[config.mk]
export PLATFORM = sky130hd
export DESIGN_NAME = edge_oneshot_timer
export DESIGN_NICKNAME = d
export VERILOG_FILES = /design/src/rtl/eot_pkg.sv /design/src/rtl/eot_trig_filter.sv /design/src/rtl/eot_edge_sel.sv /design/src/rtl/eot_prescaler.sv /design/src/rtl/eot_count_core.sv /design/src/rtl/edge_oneshot_timer.sv
export SDC_FILE = /design/constraint.sdc
export NUM_CORES = 1
export LEC_CHECK = 0
export ABC_AREA = 1
export BUFFER_PORTS_ARGS = -buffer_cell sky130_fd_sc_hd__buf_2
export CAP_MARGIN = 15
export CORE_UTILIZATION = 53
export CTS_CLUSTER_SIZE = 20
export DETAILED_ROUTE_END_ITERATION = 10
export GPL_ROUTABILITY_DRIVEN = 0
export PLACE_DENSITY = 0.76
export SYNTH_ARGS = -nofsm -noshare
export SYNTH_HDL_FRONTEND = slang
export SYNTH_SLANG_ARGS = --single-unit
[constraint.sdc]
create_clock -name clk -period 2 [get_ports clk]
set_input_delay 0.1 -clock clk [delete_from_list [all_inputs] [get_ports clk]]
set_output_delay 0.1 -clock clk [all_outputs]
set_load 0.1 [all_outputs]
[src/rtl/eot_pkg.sv]
package eot_pkg;

   typedef enum logic {
      ST_IDLE = 1'b0,
      ST_RUN  = 1'b1
   } run_state_t;

   // each prescaler setting divides by 2**PSC_STEP more than the previous one
   localparam int PSC_STEP = 3;

   function automatic int psc_cnt_width(input int sel_w, input int step);
      return step * ((1 << sel_w) - 1);
   endfunction

endpackage

[src/rtl/eot_trig_filter.sv]
module eot_trig_filter #(
   parameter int SYNC_STAGES = 2,
   parameter int FILT_THRESH = 8
) (
   input  logic clk,
   input  logic rst_n,
   input  logic raw_in,
   input  logic bypass,
   output logic sync_o,
   output logic filt_o
);
   localparam int FC_W = $clog2(FILT_THRESH);

   logic [SYNC_STAGES-1:0] sync_sr;
   logic [FC_W-1:0]        stab_cnt;
   logic                   filt_q;

   // synchronizer chain, one flop per stage
   for (genvar g = 0; g < SYNC_STAGES; g++) begin : g_sync
      if (g == 0) begin : g_first
         always_ff @(posedge clk or negedge rst_n)
            if (!rst_n) sync_sr[0] <= 1'b0;
            else        sync_sr[0] <= raw_in;
      end else begin : g_next
         always_ff @(posedge clk or negedge rst_n)
            if (!rst_n) sync_sr[g] <= 1'b0;
            else        sync_sr[g] <= sync_sr[g-1];
      end
   end

   assign sync_o = sync_sr[SYNC_STAGES-1];

   // saturating stability counter: level moves after FILT_THRESH differing samples
   always_ff @(posedge clk or negedge rst_n) begin
      if (!rst_n) begin
         filt_q   <= 1'b0;
         stab_cnt <= '0;
      end else if (bypass) begin
         filt_q   <= sync_o;
         stab_cnt <= '0;
      end else if (sync_o != filt_q) begin
         if (stab_cnt == FC_W'(FILT_THRESH - 1)) begin
            filt_q   <= sync_o;
            stab_cnt <= '0;
         end else begin
            stab_cnt <= stab_cnt + FC_W'(1);
         end
      end else begin
         stab_cnt <= '0;
      end
   end

   assign filt_o = filt_q;

endmodule

[src/rtl/eot_edge_sel.sv]
module eot_edge_sel (
   input  logic clk,
   input  logic rst_n,
   input  logic lvl_i,
   input  logic fall_sel,
   output logic sel_edge_o,
   output logic opp_edge_o
);
   logic lvl_d;
   logic rise_ev;
   logic fall_ev;

   always_ff @(posedge clk or negedge rst_n)
      if (!rst_n) lvl_d <= 1'b0;
      else        lvl_d <= lvl_i;

   assign rise_ev    = lvl_i & ~lvl_d;
   assign fall_ev    = ~lvl_i & lvl_d;
   assign sel_edge_o = fall_sel ? fall_ev : rise_ev;
   assign opp_edge_o = fall_sel ? rise_ev : fall_ev;

endmodule

[src/rtl/eot_prescaler.sv]
module eot_prescaler #(
   parameter int SEL_W = 2,
   parameter int STEP  = 3
) (
   input  logic             clk,
   input  logic             rst_n,
   input  logic             clear,
   input  logic [SEL_W-1:0] sel,
   output logic             tick_o
);
   localparam int PW = STEP * ((1 << SEL_W) - 1);

   logic [PW-1:0] pcnt;
   logic [PW-1:0] mask;

   // low STEP*sel bits participate in the tick compare
   for (genvar b = 0; b < PW; b++) begin : g_mask
      assign mask[b] = (int'(sel) * STEP) > b;
   end

   always_ff @(posedge clk or negedge rst_n)
      if (!rst_n)     pcnt <= '0;
      else if (clear) pcnt <= '0;
      else            pcnt <= pcnt + PW'(1);

   assign tick_o = ((pcnt & mask) == mask);

endmodule

[src/rtl/eot_count_core.sv]
module eot_count_core
   import eot_pkg::*;
#(
   parameter int CNT_W = 16
) (
   input  logic             clk,
   input  logic             rst_n,
   input  logic             run_en,
   input  logic             width_mode,
   input  logic [CNT_W-1:0] cmp_val,
   input  logic             sel_edge,
   input  logic             opp_edge,
   input  logic             tick,
   output logic             irq_o,
   output logic             running_o,
   output logic [CNT_W-1:0] cnt_o
);
   run_state_t       state;
   logic [CNT_W-1:0] cnt;
   logic [CNT_W-1:0] cnt_inc;
   logic             irq_q;

   assign cnt_inc = cnt + CNT_W'(1);

   always_ff @(posedge clk or negedge rst_n) begin
      if (!rst_n) begin
         state <= ST_IDLE;
         cnt   <= '0;
         irq_q <= 1'b0;
      end else begin
         irq_q <= 1'b0;
         if (!run_en) begin
            state <= ST_IDLE;
            cnt   <= '0;
         end else if (state == ST_IDLE) begin
            if (sel_edge) begin
               state <= ST_RUN;
               cnt   <= '0;
            end
         end else begin
            if (width_mode && opp_edge) begin
               state <= ST_IDLE;
               cnt   <= '0;
            end else if (tick) begin
               if (cnt_inc == cmp_val) begin
                  irq_q <= 1'b1;
                  state <= ST_IDLE;
                  cnt   <= '0;
               end else begin
                  cnt <= cnt_inc;
               end
            end
         end
      end
   end

   assign irq_o     = irq_q;
   assign running_o = (state == ST_RUN);
   assign cnt_o     = cnt;

endmodule

[src/rtl/edge_oneshot_timer.sv]
module edge_oneshot_timer
   import eot_pkg::*;
#(
   parameter int CNT_W       = 16,
   parameter int PSC_SEL_W   = 2,
   parameter int SYNC_STAGES = 2,
   parameter int FILT_THRESH = 8
) (
   input  logic                 clk,
   input  logic                 rst_n,
   input  logic                 trig_raw,
   input  logic                 edge_fall,
   input  logic                 width_mode,
   input  logic [PSC_SEL_W-1:0] psc_sel,
   input  logic [CNT_W-1:0]     cmp_val,
   input  logic                 run_en,
   input  logic                 filt_bypass,
   output logic                 irq
);
   if (CNT_W < 2) begin : g_bad_cnt
      $error("edge_oneshot_timer: CNT_W must be at least 2");
   end
   if (PSC_SEL_W < 1) begin : g_bad_psc
      $error("edge_oneshot_timer: PSC_SEL_W must be at least 1");
   end
   if (SYNC_STAGES < 2) begin : g_bad_sync
      $error("edge_oneshot_timer: SYNC_STAGES must be at least 2");
   end
   if (FILT_THRESH < 2 || FILT_THRESH > 255) begin : g_bad_filt
      $error("edge_oneshot_timer: FILT_THRESH must lie in 2..255");
   end

   logic             sync_lvl;
   logic             filt_lvl;
   logic             sel_edge;
   logic             opp_edge;
   logic             psc_tick;
   logic             run_q;
   logic [CNT_W-1:0] cnt_q;

   eot_trig_filter #(
      .SYNC_STAGES (SYNC_STAGES),
      .FILT_THRESH (FILT_THRESH)
   ) u_filt (
      .clk    (clk),
      .rst_n  (rst_n),
      .raw_in (trig_raw),
      .bypass (filt_bypass),
      .sync_o (sync_lvl),
      .filt_o (filt_lvl)
   );

   eot_edge_sel u_edge (
      .clk        (clk),
      .rst_n      (rst_n),
      .lvl_i      (filt_lvl),
      .fall_sel   (edge_fall),
      .sel_edge_o (sel_edge),
      .opp_edge_o (opp_edge)
   );

   eot_prescaler #(
      .SEL_W (PSC_SEL_W),
      .STEP  (PSC_STEP)
   ) u_psc (
      .clk    (clk),
      .rst_n  (rst_n),
      .clear  (~run_q),
      .sel    (psc_sel),
      .tick_o (psc_tick)
   );

   eot_count_core #(
      .CNT_W (CNT_W)
   ) u_core (
      .clk        (clk),
      .rst_n      (rst_n),
      .run_en     (run_en),
      .width_mode (width_mode),
      .cmp_val    (cmp_val),
      .sel_edge   (sel_edge),
      .opp_edge   (opp_edge),
      .tick       (psc_tick),
      .irq_o      (irq),
      .running_o  (run_q),
      .cnt_o      (cnt_q)
   );

endmodule

== After elaboration in Yosys (flattened, before gate mapping) ==
Index checks and enable logic that the tools add are counted.
Word-level totals
  word-level logic and storage cells: 64
  register bits after elaboration: 34
  input port bits: 25
  output and inout bits: 1
Operators by class
  $add $sub $neg: 3
  equal/unequal tests: 6
  bitwise gates (word level): 5
  multiplexer cells: 26
  magnitude comparators: 9
  reduce and logical (&&, ||, !) cells: 5
  multipliers: 1
Operators with widths (number)
  $gt 32x4->1 const B: 4
  $mux 16: 6
  $gt 32x3->1 const B: 2
  $gt 32x2->1 const B: 1
  $gt 32x5->1 const B: 1
  $add 16x1->16 const B: 1
  $eq 16x16->1: 1
  $mux 1: 16
  $add 9x1->9 const B: 1
  $and 9x9->9: 1
  $eq 9x9->1: 1
  $mux 3: 3
  $mux 9: 1
  $gt 4x1->1 const B: 1
  $mul 2x2->4 const B: 1
  $ne 4x4->1 const B: 1
  $reduce_and 2->1: 2
  $reduce_bool 2->1: 2
  $add 3x1->3 const B: 1
  $eq 3x3->1 const B: 1
  $ne 3x1->1 const B: 1
  $and 1x1->1: 2
  $not 1->1: 2
  $logic_and 1x1->1: 1
  $ne 1x1->1: 1

== Longest topological paths before layout ==
  depth after elaboration: 8
  gate-level depth with buffers: 14
  gate-level depth less buffers: 14

== Hierarchy ==
A second synthesis with hierarchy kept.
Second synthesis, totals
  cells, all modules: 365
  area total of the unflattened synthesis: 2409.8 um2
By module, submodules not included
  eot_count_core: times used 1, area each 1644.1 um2, sequential area each 450.4 um2, cells an instance 270
  eot_prescaler: times used 1, area each 450.4 um2, sequential area each 225.2 um2, cells an instance 59
  eot_trig_filter: times used 1, area each 247.7 um2, sequential area each 150.1 um2, cells an instance 25
  eot_edge_sel: times used 1, area each 63.8 um2, sequential area each 25.0 um2, cells an instance 10
  edge_oneshot_timer: times used 1, area each 3.8 um2, sequential area each 0.0 um2, cells an instance 1

== Worst setup path after synthesis ==
No wires, ideal clock.
  path kind: register to register
  from: register u_core.cnt[0] (netlist: u_core.cnt_o[0])
  to: register u_core.cnt[0] (netlist: u_core.cnt_o[0])
  stages on the path, launching flop included: 15
  path buffers: 0
  setup time: 0.123 ns
  data required time: 1.877 ns
  arrival: 1.742 ns
  setup slack: 0.135 ns
  period minus slack after synthesis: 1.865 ns
  cells stage by stage: dfrtp_1 ha_1 nand2_2 nor2_8 nand3_2 nand2_2 nand2_1 nand2_1 nand2_1 nor2_1 nand2_1 nor2_4 nand2_4 nand2_8 o21ai_2
On the way
  word-level cells in the longest chain between the ends: 7
RTL lines
  start: declaration: line eot_count_core.sv:19  | logic [CNT_W-1:0] cnt;
  start signal: assignment: line eot_count_core.sv:50  | cnt <= cnt_inc;
  $add 16x1->16 *: line eot_count_core.sv:23  | assign cnt_inc = cnt + CNT_W'(1);
  $eq 16x16->1: line eot_count_core.sv:45  | if (cnt_inc == cmp_val) begin
  $mux 16 *: line eot_count_core.sv:45
  $mux 16 *: line eot_count_core.sv:44  | end else if (tick) begin
  $mux 16 *: line eot_count_core.sv:41  | if (width_mode && opp_edge) begin
  $mux 16 *: line eot_count_core.sv:35  | end else if (state == ST_IDLE) begin
  $mux 16 *: line eot_count_core.sv:32  | if (!run_en) begin
Every way passes the cells marked *; elsewhere a longest branch is shown, timed or not. The select of a mux whose other input is x is not followed.
A chain may end at the register's enable or synchronous reset.

== Worst setup path after layout ==
  from: register u_core.cnt[0] (netlist: u_core.cnt_o[0])
  to: register u_core.cnt[2] (netlist: u_core.cnt_o[2])
The elaborated chain is that of the path after synthesis.

==> reports/results.tsv <==
metric	value	unit
hold_violations	0	
cts-root-buf	clkbuf_8	
setup_slack	-0.0207	ns
powerDensity	483	nW/um2
crit_start	u_core.cnt_o[0]$_DFFE_PN0P_	
drv_cap	0	
numCtsBuffers	5	
top_usage_layer	met2	
cts_tree	yes	
met1_usage	33.2	%
grt_first_pass_wirelength	9490	um
regArea	853	um2
port_buffers	25	
via_per_inst	5.46	
hpwl	3990	um
crit_arrival	2.20	ns
synth_area	2350	um2
clk_latency	0.29	ns
synthDistinctLibCells	34	
remaining_drc_errors	0	
yosysTopAreaCell	dfrtp_1	
num_rows	23	
yosysWarnings	0	
start_util	57.1	%
synthCells	321	
most-common-layout-cells	99 x nand2_1, 33 x inv_1, 32 x dfrtp_1	
placedCellCount	401	
worstSetupPathType	reg -> reg	
post_drt_wl_per_cell	13.7	um
grt_max_degree	35	
p_leak	0.00142	uW
grt_overflow_total	0	
die_w	68.6	um
total_power	1390	uW
wl	5780	um
clkTransAtPathRegs	0.07	ns
max_freq	495	MHz
synthTopCellsByArea	dfrtp_1 36%, nand2_1 17%, nand3_1 6.6%	
use_met2	49.0	%
crit_path_end_kind	flip-flop	
numClockSinks	34	
reg2reg_from	u_core.cnt_o[0]$_DFFE_PN0P_	
drtPass1Iterations	4	
post-route-util	70.1	%
fin_crit	2.02	ns
violations	setup timing	
status	complete, but fails checks	
fill_cells	360	
fin_crit_sh	101	%
grt_pass1_vias	2152	
die_area	4700	um2
seq_area_frac_synth	36.2	%
min_from	run_en	
via_count	2297	
final_common_cell	nand2_1	
rsz0062_at_grt	yes	
grt_use_met3	4.11	%
htreeDepth	2	
skew	0.00610	ns
setup_viol	8	
core_area	4120	um2
synth_top_area_share	36.2	%
drive_above_1_share	27.8	%
ant_nets	0	
cts_buffer_depth	2	
fin_cells	421	
gr-usage-all-layers	27.9	%
ir_drop	0.303	mV
postSynthAreaPerCell	7.32	um2
crit_fanout	8	
dieHeight	68.6	um
drt-initial-drc-count	153	
synth_nets	350	
synth_seq_cells	34	
tightest_slew	0.785	ns
antenna_found_initial	0	
nets	400	
multi_input_area	1470	um2
finalSetupTns	-0.0885	ns
num_antenna_cells	0	
crit_required	2.18	ns
area_growth	22.7	%
drv_slew	0	
startpoint_type	flip-flop	
io_pins	26	
relSlewSlack	47.7	%
min_path_type	in -> reg	
synth_stat cells, drive strengths merged:
| master | number |
|---|---|
| a211oi | 1 |
| and3 | 1 |
| nor3 | 4 |
| nor3b | 3 |
| xor2 | 1 |
| inv | 36 |
| dfrtp | 34 |
| clkinv | 2 |
| o211ai | 2 |
| nand4 | 11 |
| ha | 4 |
| nor2 | 30 |
| buf | 1 |
| nand3b | 11 |
| o21bai | 2 |
| o22ai | 1 |
| nand3 | 33 |
| o21ai | 16 |
| or2 | 1 |
| nand2 | 117 |
| xnor2 | 2 |
| a21oi | 8 |
cell type report:
cell class	count	area share, %
Multi-Input combinational cell	250	50.9
Sequential cell	34	29.6
Timing Repair Buffer	42	9.59
Inverter	38	4.99
Clock buffer	5	2.39
Tap cell	50	2.17
Clock inverter	2	0.347
cell families (layout without fill, tap and decap cells):
family | Yosys count | after routing | synth area share, %
AO/OA/AOI/OAI | 30 | 30 | 8.84
XOR/XNOR | 3 | 3 | 1.12
adder cells (fa/ha/maj) | 4 | 4 | 2.13
buffers and inverters | 39 | 87 | 6.34
flip-flops | 34 | 34 | 36.2
AND/OR/NAND/NOR | 211 | 213 | 45.4
registers in the layout (all words and copies together), names as in the netlist:
register          cells
u_core.cnt_o         16
u_psc.pcnt            9
u_filt.stab_cnt       3
u_core.irq_o          1
u_core.running_o      1
u_filt.sync_o         1
u_filt.sync_sr        1
u_filt.filt_o         1
u_edge.lvl_d          1
through the flow:
stage               hold WS [ns]  cell area [um2]  setup WS, ns
finish                    0.0524             2880       -0.0207
floorplan                 -0.196             2350         0.135
detailed placement         0.209             2580       -0.0520
global route              0.0529             2880        -0.210
CTS                       0.0485             2800       0.00971
global placement           0.208             2580      -0.00708
report_power, final:
group / leakage, uW / internal (uW) / switching [uW]
logic: 0.000918 / 73.1 / 112
registers: 0.000461 / 703 / 14.8
clock network: 0.0000438 / 233 / 256
total: 0.00142 / 1010 / 382
critical path: stages (launching register included):
cell and delay, ns:
dfrtp_1 0.43, ha_4 0.23, nand2_8 0.09, nor2_4 0.13
nand4_1 0.15, nand3_1 0.15, nand2_2 0.08, nor2_1 0.11
nand2_1 0.09, nor2_4 0.15, nand2_4 0.12, nand2_8 0.14
o21ai_2 0.06
path summary, 6_finish.rpt:
| kind | endpoint | slack (ns) | depth (start not counted) |
|---|---|---|---|
| hold reg to reg | u_filt.sync_o$_DFF_PN0_ | 0.35 | 0 |
| setup / recovery | u_core.cnt_o[2]$_DFFE_PN0P_ | -0.02 | 12 |
| min in group asynchronous | u_filt.stab_cnt[2]$_DFF_PN0_ | 0.42 | 2 |
| hold / removal | u_core.running_o$_DFF_PN0_ | 0.05 | 3 |
| setup reg to reg | u_core.cnt_o[2]$_DFFE_PN0P_ | -0.02 | 12 |
| max in group asynchronous | u_core.cnt_o[2]$_DFFE_PN0P_ | 1.04 | 2 |
what timing repair did:
action,in CTS,in global routing
hold endpoints to repair,36,0
setup endpoints to repair,16,18
pin swaps,14,24
gates cloned,2,0
gates resized for setup,17,10
setup buffers,3,5
hold buffers,3,0
per-layer routing:
metal | vias up | wire (um)
li1 | 1147 | -
met1 | 1053 | 2430
met2 | 79 | 2800
met3 | 18 | 402
met4 | 0 | 149
met5 | - | 0
No activity file was read; power rests on OpenSTA's default activity.
